[src/rtl/dtu_pkg.sv]
package dtu_pkg;

    localparam int CTRL_W = 14;
    localparam int NACT   = 6;

    localparam int ACT_HALT = 0;
    localparam int ACT_EXT  = 1;
    localparam int ACT_TON  = 2;
    localparam int ACT_TOFF = 3;
    localparam int ACT_SMP  = 4;
    localparam int ACT_ARM  = 5;

    typedef struct packed {
        logic [NACT-1:0] act;
        logic            range_lo;
        logic            armed;
        logic            wr_only;
        logic            rd_only;
        logic            chk_data;
        logic            chk_addr;
        logic            dbus;
        logic            en;
    } cmp_ctrl_t;

    typedef enum logic {ARM_OFF, ARM_ON}  arm_st_t;
    typedef enum logic {TR_OFF, TR_ON}    trace_st_t;
    typedef enum logic {HS_RUN, HS_PEND}  halt_st_t;

endpackage

[src/rtl/dtu_regs.sv]
module dtu_regs
    import dtu_pkg::*;
#(
    parameter int NCMP = 4,
    parameter int VW   = 16,
    parameter int RAW  = 4
) (
    input  logic            clk,
    input  logic            rst,
    input  logic            wr_en,
    input  logic [RAW-1:0]  wr_addr,
    input  logic [VW-1:0]   wr_data,
    output cmp_ctrl_t       ctrl_o [NCMP],
    output logic [VW-1:0]   val_o  [NCMP],
    output logic            arm_clr
);

    localparam logic [RAW-1:0] CMD_ADDR = RAW'(2 * NCMP);

    for (genvar i = 0; i < NCMP; i++) begin : g_reg
        localparam logic [RAW-1:0] CADDR = RAW'(2 * i);
        localparam logic [RAW-1:0] VADDR = RAW'(2 * i + 1);

        always_ff @(posedge clk) begin
            if (rst) begin
                ctrl_o[i] <= '0;
                val_o[i]  <= '0;
            end else if (wr_en) begin
                if (wr_addr == CADDR) ctrl_o[i] <= cmp_ctrl_t'(wr_data[CTRL_W-1:0]);
                if (wr_addr == VADDR) val_o[i]  <= wr_data;
            end
        end
    end

    assign arm_clr = wr_en && (wr_addr == CMD_ADDR) && wr_data[0];

endmodule

[src/rtl/dtu_cmp.sv]
module dtu_cmp
    import dtu_pkg::*;
#(
    parameter int AW    = 16,
    parameter int DW    = 16,
    parameter int VW    = 16,
    parameter bit IS_LO = 1'b0
) (
    input  cmp_ctrl_t        ctrl_i,
    input  logic [VW-1:0]    lo_val,
    input  logic [VW-1:0]    hi_val,
    input  logic             bound_only,
    input  logic             arm_flag,
    input  logic             ib_valid,
    input  logic [AW-1:0]    ib_addr,
    input  logic [DW-1:0]    ib_data,
    input  logic             db_valid,
    input  logic [AW-1:0]    db_addr,
    input  logic [DW-1:0]    db_data,
    input  logic             db_write,
    output logic [NACT-1:0]  fire_o
);

    logic          range_on;
    logic          cyc_v;
    logic [AW-1:0] a_op;
    logic [DW-1:0] d_op;
    logic          a_ok, d_ok, kind_ok, arm_ok, hit;
    logic [NACT-1:0] act_eff;

    always_comb begin
        range_on = IS_LO && ctrl_i.range_lo && ctrl_i.dbus;
        cyc_v    = ctrl_i.dbus ? db_valid : ib_valid;
        a_op     = ctrl_i.dbus ? db_addr  : ib_addr;
        d_op     = ctrl_i.dbus ? db_data  : ib_data;

        if (range_on) begin
            a_ok = (a_op >= lo_val[AW-1:0]) && (a_op <= hi_val[AW-1:0]);
            d_ok = (d_op >= lo_val[DW-1:0]) && (d_op <= hi_val[DW-1:0]);
        end else begin
            a_ok = (a_op == lo_val[AW-1:0]);
            d_ok = (d_op == lo_val[DW-1:0]);
        end

        kind_ok = !ctrl_i.dbus ||
                  ((!ctrl_i.rd_only || !db_write) && (!ctrl_i.wr_only || db_write));
        arm_ok  = !ctrl_i.dbus || !ctrl_i.armed || arm_flag;

        hit = ctrl_i.en && cyc_v && !bound_only && kind_ok && arm_ok &&
              (!ctrl_i.chk_addr || a_ok) && (!ctrl_i.chk_data || d_ok);

        act_eff          = ctrl_i.act;
        act_eff[ACT_SMP] = ctrl_i.act[ACT_SMP] && ctrl_i.dbus;
        fire_o           = hit ? act_eff : '0;
    end

endmodule

[src/rtl/dtu_act.sv]
module dtu_act
    import dtu_pkg::*;
#(
    parameter int NCMP = 4
) (
    input  logic                        clk,
    input  logic                        rst,
    input  logic [NCMP-1:0][NACT-1:0]   fire_vec,
    input  logic                        arm_clr,
    input  logic                        halt_ack,
    output logic                        arm_flag,
    output logic                        halt_req,
    output logic                        ext_trig,
    output logic                        trace_en,
    output logic                        trace_sample
);

    logic [NACT-1:0] any_fire;
    arm_st_t   arm_q, arm_d;
    trace_st_t tr_q,  tr_d;
    halt_st_t  hs_q,  hs_d;
    logic      ext_q, smp_q;

    always_comb begin
        any_fire = '0;
        for (int k = 0; k < NCMP; k++) any_fire |= fire_vec[k];
    end

    always_ff @(posedge clk) begin
        if (rst) begin
            arm_q <= ARM_OFF;
            tr_q  <= TR_OFF;
            hs_q  <= HS_RUN;
            ext_q <= 1'b0;
            smp_q <= 1'b0;
        end else begin
            arm_q <= arm_d;
            tr_q  <= tr_d;
            hs_q  <= hs_d;
            ext_q <= any_fire[ACT_EXT];
            smp_q <= any_fire[ACT_SMP];
        end
    end

    always_comb begin
        unique case (arm_q)
            ARM_OFF: arm_d = any_fire[ACT_ARM] ? ARM_ON : ARM_OFF;
            ARM_ON:  arm_d = (arm_clr && !any_fire[ACT_ARM]) ? ARM_OFF : ARM_ON;
        endcase
        unique case (tr_q)
            TR_OFF: tr_d = (any_fire[ACT_TON] && !any_fire[ACT_TOFF]) ? TR_ON : TR_OFF;
            TR_ON:  tr_d = any_fire[ACT_TOFF] ? TR_OFF : TR_ON;
        endcase
        unique case (hs_q)
            HS_RUN:  hs_d = any_fire[ACT_HALT] ? HS_PEND : HS_RUN;
            HS_PEND: hs_d = (halt_ack && !any_fire[ACT_HALT]) ? HS_RUN : HS_PEND;
        endcase
    end

    always_comb begin
        arm_flag     = (arm_q == ARM_ON);
        trace_en     = (tr_q == TR_ON);
        halt_req     = (hs_q == HS_PEND);
        ext_trig     = ext_q;
        trace_sample = smp_q;
    end

endmodule

[src/rtl/dbg_trig_unit.sv]
module dbg_trig_unit
    import dtu_pkg::*;
#(
    parameter  int NCMP = 4,
    parameter  int AW   = 16,
    parameter  int DW   = 16,
    localparam int VW   = (AW > DW) ? AW : DW,
    localparam int RAW  = $clog2(NCMP) + 2
) (
    input  logic            clk,
    input  logic            rst,
    input  logic            wr_en,
    input  logic [RAW-1:0]  wr_addr,
    input  logic [VW-1:0]   wr_data,
    input  logic            ib_valid,
    input  logic [AW-1:0]   ib_addr,
    input  logic [DW-1:0]   ib_data,
    input  logic            db_valid,
    input  logic [AW-1:0]   db_addr,
    input  logic [DW-1:0]   db_data,
    input  logic            db_write,
    input  logic            halt_ack,
    output logic            halt_req,
    output logic            ext_trig,
    output logic            trace_en,
    output logic            trace_sample
);

    cmp_ctrl_t  ctrl [NCMP];
    logic [VW-1:0] val [NCMP];
    logic       arm_clr;
    logic       arm_flag;
    logic [NCMP-1:0][NACT-1:0] fire_vec;

    dtu_regs #(.NCMP(NCMP), .VW(VW), .RAW(RAW)) u_regs (
        .clk     (clk),
        .rst     (rst),
        .wr_en   (wr_en),
        .wr_addr (wr_addr),
        .wr_data (wr_data),
        .ctrl_o  (ctrl),
        .val_o   (val),
        .arm_clr (arm_clr)
    );

    for (genvar i = 0; i < NCMP; i++) begin : g_cmp
        localparam bit LO = ((i % 2) == 0) && (i + 1 < NCMP);
        logic [VW-1:0] hi;
        logic          bnd;

        if (LO) begin : g_hi
            assign hi = val[i+1];
        end else begin : g_nohi
            assign hi = val[i];
        end

        if ((i % 2) == 1) begin : g_bnd
            assign bnd = ctrl[i-1].en && ctrl[i-1].range_lo && ctrl[i-1].dbus;
        end else begin : g_nobnd
            assign bnd = 1'b0;
        end

        dtu_cmp #(.AW(AW), .DW(DW), .VW(VW), .IS_LO(LO)) u_cmp (
            .ctrl_i     (ctrl[i]),
            .lo_val     (val[i]),
            .hi_val     (hi),
            .bound_only (bnd),
            .arm_flag   (arm_flag),
            .ib_valid   (ib_valid),
            .ib_addr    (ib_addr),
            .ib_data    (ib_data),
            .db_valid   (db_valid),
            .db_addr    (db_addr),
            .db_data    (db_data),
            .db_write   (db_write),
            .fire_o     (fire_vec[i])
        );
    end

    dtu_act #(.NCMP(NCMP)) u_act (
        .clk          (clk),
        .rst          (rst),
        .fire_vec     (fire_vec),
        .arm_clr      (arm_clr),
        .halt_ack     (halt_ack),
        .arm_flag     (arm_flag),
        .halt_req     (halt_req),
        .ext_trig     (ext_trig),
        .trace_en     (trace_en),
        .trace_sample (trace_sample)
    );

endmodule

[config.mk]
export PLATFORM = sky130hd
export DESIGN_NAME = dbg_trig_unit
export DESIGN_NICKNAME = d
export VERILOG_FILES = /design/src/rtl/dtu_pkg.sv /design/src/rtl/dtu_regs.sv /design/src/rtl/dtu_cmp.sv /design/src/rtl/dtu_act.sv /design/src/rtl/dbg_trig_unit.sv
export SDC_FILE = /design/constraint.sdc
export NUM_CORES = 1
export LEC_CHECK = 0
export CORE_MARGIN = 2
export CORE_UTILIZATION = 35
export DETAILED_ROUTE_END_ITERATION = 10
export GPL_ROUTABILITY_DRIVEN = 0
export PLACE_DENSITY = 0.62
export SYNTH_ARGS = -nofsm -noshare
export SYNTH_HDL_FRONTEND = slang
export SYNTH_SLANG_ARGS = --single-unit
[constraint.sdc]
create_clock -name clk -period 4.3 [get_ports clk]
set_input_delay 0.645 -clock clk [delete_from_list [all_inputs] [get_ports clk]]
set_output_delay 0.645 -clock clk [all_outputs]
set_load 0.02 [all_outputs]
After elaboration in Yosys (flattened, before gate mapping)

Cells that the tools add are included.

Register bits: 123
Input bits: 91
Output and inout bits: 4
Word-level logic and storage cells: 214

$lt $le $gt $ge: 8
Equality and inequality tests: 16
Muxes and demuxes: 29
Bitwise logic cells: 6
Reduce and logical (&&, ||, !) cells: 112

Operators with widths:

| kind                                                            | number |
|---|---|
| 16-bit == test                                                  | 8 |
| 16-bit 2-to-1 mux                                               | 8 |
| 16-bit greater-or-equal comparator                              | 4 |
| 16-bit less-or-equal comparator                                 | 4 |
| 1-bit logical AND                                               | 45 |
| 1-bit logical NOT                                               | 30 |
| 1-bit logical OR                                                | 28 |
| 6-bit 2-to-1 mux                                                | 4 |
| 6-bit bitwise OR                                                | 3 |
| 4-bit by 3-bit == test with 1-bit output, second input constant | 4 |
| 2-bit AND reduction                                             | 8 |
| 1-bit 2-to-1 mux                                                | 14 |
| 4-bit by 2-bit == test with 1-bit output, second input constant | 2 |
| 1-bit one-hot mux with 2 select lines                           | 3 |
| 4-bit by 1-bit == test with 1-bit output, second input constant | 1 |
| 4-bit == test, second input constant                            | 1 |
| 4-bit logical NOT                                               | 1 |
| 1-bit NOT                                                       | 3 |

Longest topological paths before layout

Gate-level depths: netlist (run 1).

Depth after elaboration: 16
Mapped depth: 12
Gate-level depth less buffers: 10

Hierarchy

From an unflattened synthesis (run 1), not the netlist that was laid out.

Cell total of the unflattened synthesis: 1139
Area, all modules: 10644.0 sq um

Modules (own cells, without submodules):

| module                        | times used | cells each | area an instance (sq um) | sequential area each (sq um) |
|---|---|---|---|---|
| dtu_regs                      | 1          | 432        | 4795.8                   | 2402.3 |
| dtu_cmp at g_cmp[0].u_cmp     | 1          | 247        | 2021.9                   | 0.0 |
| dtu_cmp at g_cmp[2].u_cmp     | 1          | 246        | 2003.2                   | 0.0 |
| dtu_cmp at g_cmp[1].u_cmp ... | 2          | 96         | 813.3                    | 0.0 |
| dtu_act                       | 1          | 19         | 180.2                    | 100.1 |
| dbg_trig_unit                 | 1          | 3          | 16.3                     | 0.0 |

Least setup slack after synthesis (run 1)

Ideal clock, no wire load.

Kind: register -> register
Start point: register u_regs.ctrl_o[15] (netlist name)
End point: register u_act.tr_q (netlist: u_act.trace_en)
Setup time: 79 ps
Data arrival time: 3403 ps
Required time: 4221 ps
Path slack: 817 ps
Cell stages (with the launch flop): 12
Buffers on the path: 2
Clock period less this slack: 3483 ps
Cells stage by stage: dfxtp_1 -> clkbuf_1 -> buf_1 -> mux2_2 -> ha_1 -> nand4_1 -> or4_1 -> o31a_1 -> a211o_1 -> a21oi_4 -> a22oi_1 -> a211oi_2

Longest elaborated chain between the ends: 14
Elaborated cells on any way between the ends: 41
Classes of those cells: 4 x order compare; 2 x eq/ne; 10 x mux; 2 x bitwise; 23 x reduce/logical

Ends and longest elaborated chain:

| item                                                                                         | RTL line       | source |
|---|---|---|
| start, declared                                                                              | dtu_regs.sv:13 | `output cmp_ctrl_t ctrl_o [NCMP],` |
| start signal, assigned by index                                                              | dtu_regs.sv:29 | `if (wr_addr == CADDR) ctrl_o[i] <= cmp_ctrl_t'(wr_data[CTRL_W-1:0]);` |
| 16-bit 2-to-1 mux                                                                            | dtu_cmp.sv:34  | `a_op = ctrl_i.dbus ? db_addr : ib_addr;` |
| 16-bit greater-or-equal comparator / 16-bit less-or-equal comparator (equally long branches) | dtu_cmp.sv:38  | `a_ok = (a_op >= lo_val[AW-1:0]) && (a_op <= hi_val[AW-1:0]);` |
| 1-bit logical AND                                                                            | dtu_cmp.sv:38  |  |
| 1-bit 2-to-1 mux                                                                             | dtu_cmp.sv:37  | `if (range_on) begin` |
| 1-bit logical OR                                                                             | dtu_cmp.sv:50  | `(!ctrl_i.chk_addr \|\| a_ok) && (!ctrl_i.chk_data \|\| d_ok);` |
| 1-bit logical AND                                                                            | dtu_cmp.sv:49  | `hit = ctrl_i.en && cyc_v && !bound_only && kind_ok && arm_ok &&` |
| 1-bit logical AND                                                                            | dtu_cmp.sv:50  |  |
| 6-bit 2-to-1 mux                                                                             | dtu_cmp.sv:54  | `fire_o = hit ? act_eff : '0;` |
| 6-bit bitwise OR                                                                             | dtu_act.sv:26  | `for (int k = 0; k < NCMP; k++) any_fire \|= fire_vec[k];` |
| 6-bit bitwise OR (*)                                                                         | dtu_act.sv:26  |  |
| 1-bit logical NOT                                                                            | dtu_act.sv:51  | `TR_OFF: tr_d = (any_fire[ACT_TON] && !any_fire[ACT_TOFF]) ? TR_ON : TR_OFF;` |
| 1-bit logical AND                                                                            | dtu_act.sv:51  |  |
| 1-bit 2-to-1 mux                                                                             | dtu_act.sv:51  |  |
| 1-bit one-hot mux with 2 select lines (*)                                                    | dtu_act.sv:50  | `unique case (tr_q)` |
| end signal, assigned                                                                         | dtu_act.sv:38  | `tr_q <= tr_d;` |
| end, declared                                                                                | dtu_act.sv:20  | `trace_st_t tr_q, tr_d;` |

Mark *: on every way between the ends. The rest lies on a longest branch, timed or not.
A chain may end at the register's enable or synchronous reset.

Worst setup path after layout (run 1)

Start point: register u_regs.ctrl_o[43] (netlist name)
End point: register u_act.tr_q (netlist: u_act.trace_en)

Longest elaborated chain between the ends: 15
Elaborated cells on any way between the ends: 42
Classes of those cells: 4 x order compare; 2 x eq/ne; 10 x mux; 3 x bitwise; 23 x reduce/logical

Ends and longest elaborated chain:

| item                                                             | RTL line |
|---|---|
| 16-bit 2-to-1 mux / 1-bit logical AND (equally long branches)    | dtu_cmp.sv:34, dbg_trig_unit.sv:58 |
| 16-bit greater-or-equal comparator, or another cell as far along | dtu_cmp.sv:38 |
| 1-bit logical AND, on equally long branches                      | dtu_cmp.sv:38, dtu_cmp.sv:49 |
| 1-bit 2-to-1 mux / 1-bit logical AND (equally long branches)     | dtu_cmp.sv:37, dtu_cmp.sv:49 |
| 1-bit logical OR / 1-bit logical AND (equally long branches)     | dtu_cmp.sv:50, dtu_cmp.sv:49 |
| 1-bit logical AND                                                | dtu_cmp.sv:49 |
| 1-bit logical AND                                                | dtu_cmp.sv:50 |
| 6-bit 2-to-1 mux                                                 | dtu_cmp.sv:54 |
| 6-bit bitwise OR (*) (3 in series)                               | dtu_act.sv:26 |
| 1-bit logical NOT                                                | dtu_act.sv:51 |
| 1-bit logical AND                                                | dtu_act.sv:51 |
| 1-bit 2-to-1 mux                                                 | dtu_act.sv:51 |
| 1-bit one-hot mux with 2 select lines (*)                        | dtu_act.sv:50 |

Marks and branches as above.

==> impl_metrics.py, run 1 <==
metrics = {
    "run_status": {
        "status": "complete, no violations",
    },
    "global_routing": {
        "grt_pass1_vias": 8625,
        "grt_pass1_wl_um": 52560,
        "grtUsageTotal": 0.2437,
        "antenna_found_initial": 0,
        "grt_max_degree": 101,
        "gr-total-overflow": 0,
    },
    "yosys": {
        "synth_nets": 1406,
        "synth_warnings": 0,
        "synth_compound_area_frac": 0.1379,
        "synth_edf_count": 0,
        "async_flop_share": 0,
        "synthAdderAreaFrac": 0.1635,
        "ys.flop_type": "dfxtp_1",
        "ys_types": 57,
        "ys_ff_latch": 123,
        "synth_mux_area_frac": 0.1691,
        "synthXorXnorAreaFrac": 0.05722,
        "syn_area_um2": 9797,
        "synth_top_family_by_area": "multiplexers",
        "avgSynthCellArea_um2": 8.253,
        "yosysSeqAreaShare": 0.2513,
        "synth_simple_gate_area_share": 0.1656,
        "syn_inst": 1187,
    },
    "die": {
        "rows": 61,
        "chipWidth_um": 171.3,
        "initial_utilization": 0.3536,
        "io_pins": 95,
        "die_area_um2": 29350,
        "die_h_um": 171.3,
        "core_um2": 27710,
    },
    "power": {
        "sequentialPowerShare": 0.368,
        "power.internal_mw": 2.328,
        "combPwrFrac": 0.179,
        "power.density_nw_per_um2": 272.9,
        "p_leak_nw": 3.935,
        "clockPowerShare": 0.453,
        "power.net_switching_uw": 847.9,
        "swShare": 0.2670,
        "peakVddDrop_uv": 234.6,
    },
    "clock_network": {
        "cts_buffer_depth": 2,
        "postCtsSetupBuffers": 0,
        "clkSinkCount": 123,
        "path_clk_slew_ps": 50,
        "cts_buffers": 17,
        "h-tree-depth": 4,
        "cts_root_buf": "clkbuf_16",
        "clkLatencyLatePin_ps": 420,
        "cts_tree": "yes",
        "hold_buffers": 0,
        "cts_resized": 0,
    },
    "detailed_routing": {
        "detail_route.wl_per_cell_um": 22.06,
        "drc_errors": 0,
        "drtIter0Drc": 842,
        "num_vias": 9212,
        "viasPerCell": 5.638,
        "detail-route-antenna-nets": 0,
        "drt_pass1_iterations": 5,
        "totalWireLength_um": 36040,
    },
    "timing": {
        "max_freq_mhz": 277.3,
        "hold_violations": 0,
        "fin_skew_ps": 4.798,
        "slew_headroom": 0.2726,
        "worstMarginPinSlew_ps": 1086,
        "fin_crit_ps": 3606,
        "setup_viol_count_final": 0,
        "drv_slew": 0,
        "rsz0062_at_grt": "false",
        "tns_ps": 0,
        "finalCritPeriodShare": 0.8385,
    },
    "final_layout": {
        "drive_gt1_frac": 0.08599,
        "nNetsFinal": 1462,
        "syn2layout_area_growth_pct": 18.77,
        "diodes": 0,
        "layout.cells.non_filler": 1634,
    },
    "worst_setup_path": {
        "start_kind": "flop",
        "cp_max_fo": 37,
        "cp.arrival_ps": 3940,
        "required_ps": 4640,
        "crit_path_end_kind": "flop",
        "crit_type": "reg2reg",
    },
    "min_path": {
        "hp-class": "reg2reg",
    },
    "flow_run": {
        "cap_violations": 0,
    },
    "placement": {
        "portBuffers": 94,
        "hpwlAfterDp_um": 28030,
        "dp.cells": 1602,
    },
}
[logic make-up after synthesis]
| group | after synthesis |
|---|---|
| mux | 158 |
| buf+inv | 132 |
| simple gates | 358 |
| fa+ha+maj | 128 |
| flops | 123 |
| xor+xnor | 64 |
| compound gates | 224 |
[critical path, cell delays in order, from the launching register on]
cell and delay (ps):
dfxtp_1 390, buf_12 270, mux2_2 400, ha_1 330, nand4_1 120, or3_1 440
o211a_1 240, nor3b_1 140, a211o_1 310, nor4_4 460, a22oi_1 150, a211oi_2 240
[cells in the mapped netlist, drive strengths merged, types with 2 or more instances]
| library cell | count | area share |
|---|---|---|
| nor2b | 6 | 0.0038 |
| inv | 67 | 0.026 |
| o31ai | 2 | 0.0015 |
| nand2 | 218 | 0.084 |
| a2111oi | 2 | 0.0018 |
| o2111ai | 5 | 0.0045 |
| a211oi | 7 | 0.0064 |
| buf | 15 | 0.010 |
| ha | 128 | 0.16 |
| o211ai | 5 | 0.0038 |
| a31oi | 3 | 0.0019 |
| a22oi | 5 | 0.0038 |
| a21o | 14 | 0.011 |
| mux2 | 60 | 0.069 |
| and4 | 5 | 0.0045 |
| nand3 | 17 | 0.0087 |
| or4 | 2 | 0.0015 |
| mux2i | 98 | 0.10 |
| or3 | 2 | 0.0013 |
| nor4 | 14 | 0.010 |
| nor2 | 36 | 0.014 |
| nand2b | 2 | 0.0013 |
| nand4 | 29 | 0.019 |
| nor3b | 5 | 0.0038 |
| and2 | 4 | 0.0026 |
| dfxtp | 123 | 0.25 |
| o21ai | 15 | 0.0077 |
| xnor2 | 63 | 0.056 |
| a221o | 4 | 0.0041 |
| nor3 | 6 | 0.0031 |
| a211o | 4 | 0.0036 |
| nand3b | 4 | 0.0031 |
| clkbuf | 50 | 0.019 |
| a222oi | 2 | 0.0020 |
| a21oi | 143 | 0.074 |
| a221oi | 4 | 0.0036 |
| and3 | 5 | 0.0032 |
[state kept, by name, summed over array words and instances (netlist names)]
register            flops
u_regs.ctrl_o          54
u_act.trace_sample      1
u_act.trace_en          1
u_act.arm_flag          1
u_act.halt_req          1
u_act.ext_trig          1
u_regs.val_o           64
[through the flow]
step	worst slack, ps	instance area, um^2	utilization	power [mW]	hold slack [ps]
final	694.2	11640	0.4200	3.176	454.3
after global routing	596.0	11640	0.4200	3.294	469.6
after CTS	768.4	11640	0.4200	3.173	455.8
after detailed placement	402.4	11040	0.3985	1.745	447.7
after global placement	405.6	11040	0.3985	1.735	440.8
after floorplan	817.2	9797	-	1.507	432.2
[layout by cell type, fill, tap and decap left out, types with 15 or more instances in the layout]
master | synthesis | final
a21oi_1 | 142 | 142
clkbuf_16 | 0 | 17
clkdlybuf4s50_1 | 0 | 93
dfxtp_1 | 123 | 121
ha_1 | 128 | 128
inv_1 | 67 | 67
mux2_2 | 60 | 60
mux2i_1 | 98 | 98
nand2_1 | 218 | 218
nand3_1 | 17 | 17
nand4_1 | 29 | 29
nor2_1 | 36 | 36
o21ai_0 | 15 | 15
xnor2_1 | 63 | 63
[metal layers]
layer  global-route usage  wire (um)  part of all wire  vias to the layer above
li1                     -          -                 -                     4315
met5                    0          0                 0                        -
met1               0.3211      15620              0.43                     4353
met3              0.04878       3144             0.087                       97
met4               0.1131       1658             0.046                        0
met2               0.3825      15620              0.43                      447
[power by group through the flow]
stage | logic (mW) | registers (mW) | clock network (mW)
after floorplan | 0.321 | 1.19 | 0
after global placement | 0.543 | 1.19 | 0
after detailed placement | 0.552 | 1.19 | 0
after CTS | 0.556 | 1.17 | 1.45
after global routing | 0.612 | 1.17 | 1.51
final | 0.569 | 1.17 | 1.44
[cell type report]
cell class,instances,area (um^2)
Multi-Input combinational cell,932,6803
Inverter,67,251.5
Timing Repair Buffer,102,1049
Clock inverter,11,145.1
Clock buffer,21,450.4
Fill cell,2797,16070
Sequential cell,123,2465
Tap cell,378,473.0
[path summary, 6_finish.rpt]
| path | from | end | slack [ps] | cells past startpoint |
|---|---|---|---|---|
| worst min-delay path | u_regs.ctrl_o[20]$_SDFFE_PP0P_ | u_regs.ctrl_o[20]$_SDFFE_PP0P_ | 450 | 2 |
| worst max-delay path | u_regs.ctrl_o[43]$_SDFFE_PP0P_ | u_act.trace_en$_SDFF_PP0_ | 690 | 11 |
| worst min register to register | u_regs.ctrl_o[20]$_SDFFE_PP0P_ | u_regs.ctrl_o[20]$_SDFFE_PP0P_ | 450 | 2 |
| worst max register to register | u_regs.ctrl_o[43]$_SDFFE_PP0P_ | u_act.trace_en$_SDFF_PP0_ | 690 | 11 |
No activity file was read; power rests on OpenSTA's default activity.
==> run 2, diff against run 1 <==
--- a/config.mk
+++ b/config.mk
@@ -9,7 +9,7 @@
 export CORE_UTILIZATION = 35
 export DETAILED_ROUTE_END_ITERATION = 10
 export GPL_ROUTABILITY_DRIVEN = 0
-export PLACE_DENSITY = 0.62
+export PLACE_DENSITY = 0.64
 export SYNTH_ARGS = -nofsm -noshare
 export SYNTH_HDL_FRONTEND = slang
 export SYNTH_SLANG_ARGS = --single-unit
==> constraint.sdc (replaced) <==
create_clock -name clk -period 3.1 [get_ports clk]
set_input_delay 0.465 -clock clk [delete_from_list [all_inputs] [get_ports clk]]
set_output_delay 0.465 -clock clk [all_outputs]
set_load 0.02 [all_outputs]
==> impl_metrics.py, run 2 (synthesis results as in run 1) <==
metrics = {
    "power": {
        "power.density_nw_per_um2": 329.3,
        "power.internal_mw": 3.288,
        "swShare": 0.2730,
        "power.net_switching_mw": 1.234,
        "peakVddDrop_uv": 365.2,
        "p_leak_nw": 5.013,
        "clockPowerShare": 0.412,
        "combPwrFrac": 0.230,
        "sequentialPowerShare": 0.358,
    },
    "worst_setup_path": {
        "slowest_stage": "dfxtp_4",
        "crit_path_end_kind": "flop",
        "required_ps": 3450,
        "slowest_delay_ps": 400,
        "start_kind": "flop",
        "cp.arrival_ps": 3510,
        "crit_type": "reg2reg",
        "crit_chain": "buf_12 -> buf_8 -> mux2_4 -> ha_1 -> a21oi_1 -> o21ai_0 -> a221o_1 -> o31ai_4 -> o2111ai_4 -> a21oi_4 -> buf_6 -> nand2_2 -> a21oi_2",
        "cp_max_fo": 6,
    },
    "timing": {
        "setup_ws_ps": -61.03,
        "hold_violations": 0,
        "finalCritPeriodShare": 1.020,
        "max_freq_mhz": 316.4,
        "drv_slew": 0,
        "setup_viol_count_final": 5,
        "rsz0062_at_grt": "true",
        "fin_skew_ps": 9.477,
        "slew_headroom": 0.5251,
        "worstMarginPinSlew_ps": 710.1,
        "holdWs_ps": 452.3,
        "fin_crit_ps": 3161,
    },
    "clock_network": {
        "path_clk_slew_ps": 60,
        "cts_buffers": 17,
        "cts_root_buf": "clkbuf_16",
        "cts_buffer_depth": 2,
        "hold_buffers": 0,
        "cts_tree": "yes",
        "h-tree-depth": 4,
        "clkSinkCount": 123,
        "clkLatencyLatePin_ps": 420,
    },
    "final_layout": {
        "diodes": 0,
        "reg_top3": "u_regs.val_o (64), u_regs.ctrl_o (54)",
        "layout_common_cells": "nand2_1 (216), buf_4 (166), a21oi_1 (137), dfxtp_1 (119), ha_1 (104)",
        "regMostFlops": "u_regs.val_o",
        "syn2layout_area_growth_pct": 40.18,
        "drive_gt1_frac": 0.2350,
        "layout.cells.non_filler": 1808,
        "largest_reg_flops": 64,
        "nNetsFinal": 1640,
        "final_common_cell": "nand2_1",
        "fill_cells": 2552,
    },
    "detailed_routing": {
        "maxUsedRoutingLayer": "met4",
        "wl_met2_um": 16750,
        "detail-route-antenna-nets": 0,
        "drt_pass1_iterations": 5,
        "drtIter0Drc": 971,
        "drc_errors": 0,
        "viasPerCell": 5.569,
        "wl_met3_um": 3486,
        "wl_met1_um": 16990,
        "num_vias": 10069,
        "totalWireLength_um": 39520,
        "detail_route.wl_per_cell_um": 21.86,
    },
    "global_routing": {
        "grt_max_degree": 67,
        "gr-total-overflow": 0,
        "grtUsageTotal": 0.2654,
        "grt_pass1_vias": 9745,
        "antenna_found_initial": 0,
        "grt_pass1_wl_um": 57670,
    },
    "die": {
        "initial_utilization": 0.3536,
        "die_h_um": 171.3,
        "io_pins": 95,
        "die_area_um2": 29350,
        "core_um2": 27710,
        "rows": 61,
        "chipWidth_um": 171.3,
    },
    "placement": {
        "dp.cells": 1762,
        "hpwlAfterDp_um": 29270,
        "portBuffers": 94,
    },
    "run_status": {
        "violations": "negative setup slack",
        "status": "complete, but fails checks",
    },
    "min_path": {
        "hp-class": "reg2reg",
    },
    "flow_run": {
        "cap_violations": 0,
    },
}
-- run 2: path summary, 6_finish.rpt --
kind	startpoint	end	slack, ps	cells after the start
setup / recovery	u_regs.ctrl_o[15]$_SDFFE_PP0P_	u_act.ext_trig$_SDFF_PP0_	-60	13
hold / removal	u_regs.val_o[54]$_SDFFE_PP0P_	u_regs.val_o[54]$_SDFFE_PP0P_	450	2
setup reg to reg	u_regs.ctrl_o[15]$_SDFFE_PP0P_	u_act.ext_trig$_SDFF_PP0_	-60	13
hold reg to reg	u_regs.val_o[54]$_SDFFE_PP0P_	u_regs.val_o[54]$_SDFFE_PP0P_	450	2
-- run 2: per-layer routing --
metal / up-vias / GRT usage
li1: 4673 / -
met4: 0 / 0.1338
met3: 123 / 0.05960
met1: 4731 / 0.3468
met5: - / 0
met2: 542 / 0.4102
-- run 2: power by group through the flow --
stage	clock network, mW	logic, mW	registers, mW
6_report	1.86	1.04	1.62
5_1_grt	1.95	1.11	1.62
4_1_cts	1.88	0.985	1.62
3_5_place_dp	0	0.915	1.65
3_3_place_gp	0	0.898	1.65
2_1_floorplan	0	0.446	1.65
-- run 2: through the flow --
stage	utilization	TNS, ps	instance area, um^2	power [mW]	setup slack, ps
4_1_cts	0.4889	-122.2	13540	4.478	-44.83
3_3_place_gp	0.4428	-2089	12270	2.547	-481.9
3_5_place_dp	0.4428	-2134	12270	2.565	-480.4
5_1_grt	0.4957	-597.1	13730	4.679	-136.3
6_report	0.4957	-222.0	13730	4.522	-61.03
2_1_floorplan	-	0	9826	2.091	6.121
-- run 2: area by class of cell --
type                       instances  area [um^2]  area share
clock buffer                      19        442.9     0.03225
clock inverter                     9        101.3    0.007380
inverter                          67        251.5     0.01831
multi-input combinational        932         7402      0.5390
sequential                       123         2472      0.1800
tap                              378        473.0     0.03444
timing repair buffer             280         2590      0.1886
-- run 2: worst max-delay path, delay by kind of cell (launching register included) --
kind	cells	cell delay (ps)
fa+ha+maj	1	300
flops	1	400
simple gates	1	50
compound gates	7	1560
mux	1	340
buf+inv	3	420
-- run 2: timing repair --
action | in CTS | in global routing
hold endpoints to repair | 0 | 0
setup endpoints to repair | 5 | 5
pin swaps | 38 | 16
buffers inserted | 11 | 3
cloned | 5 | 0
gates resized for setup | 89 | 20
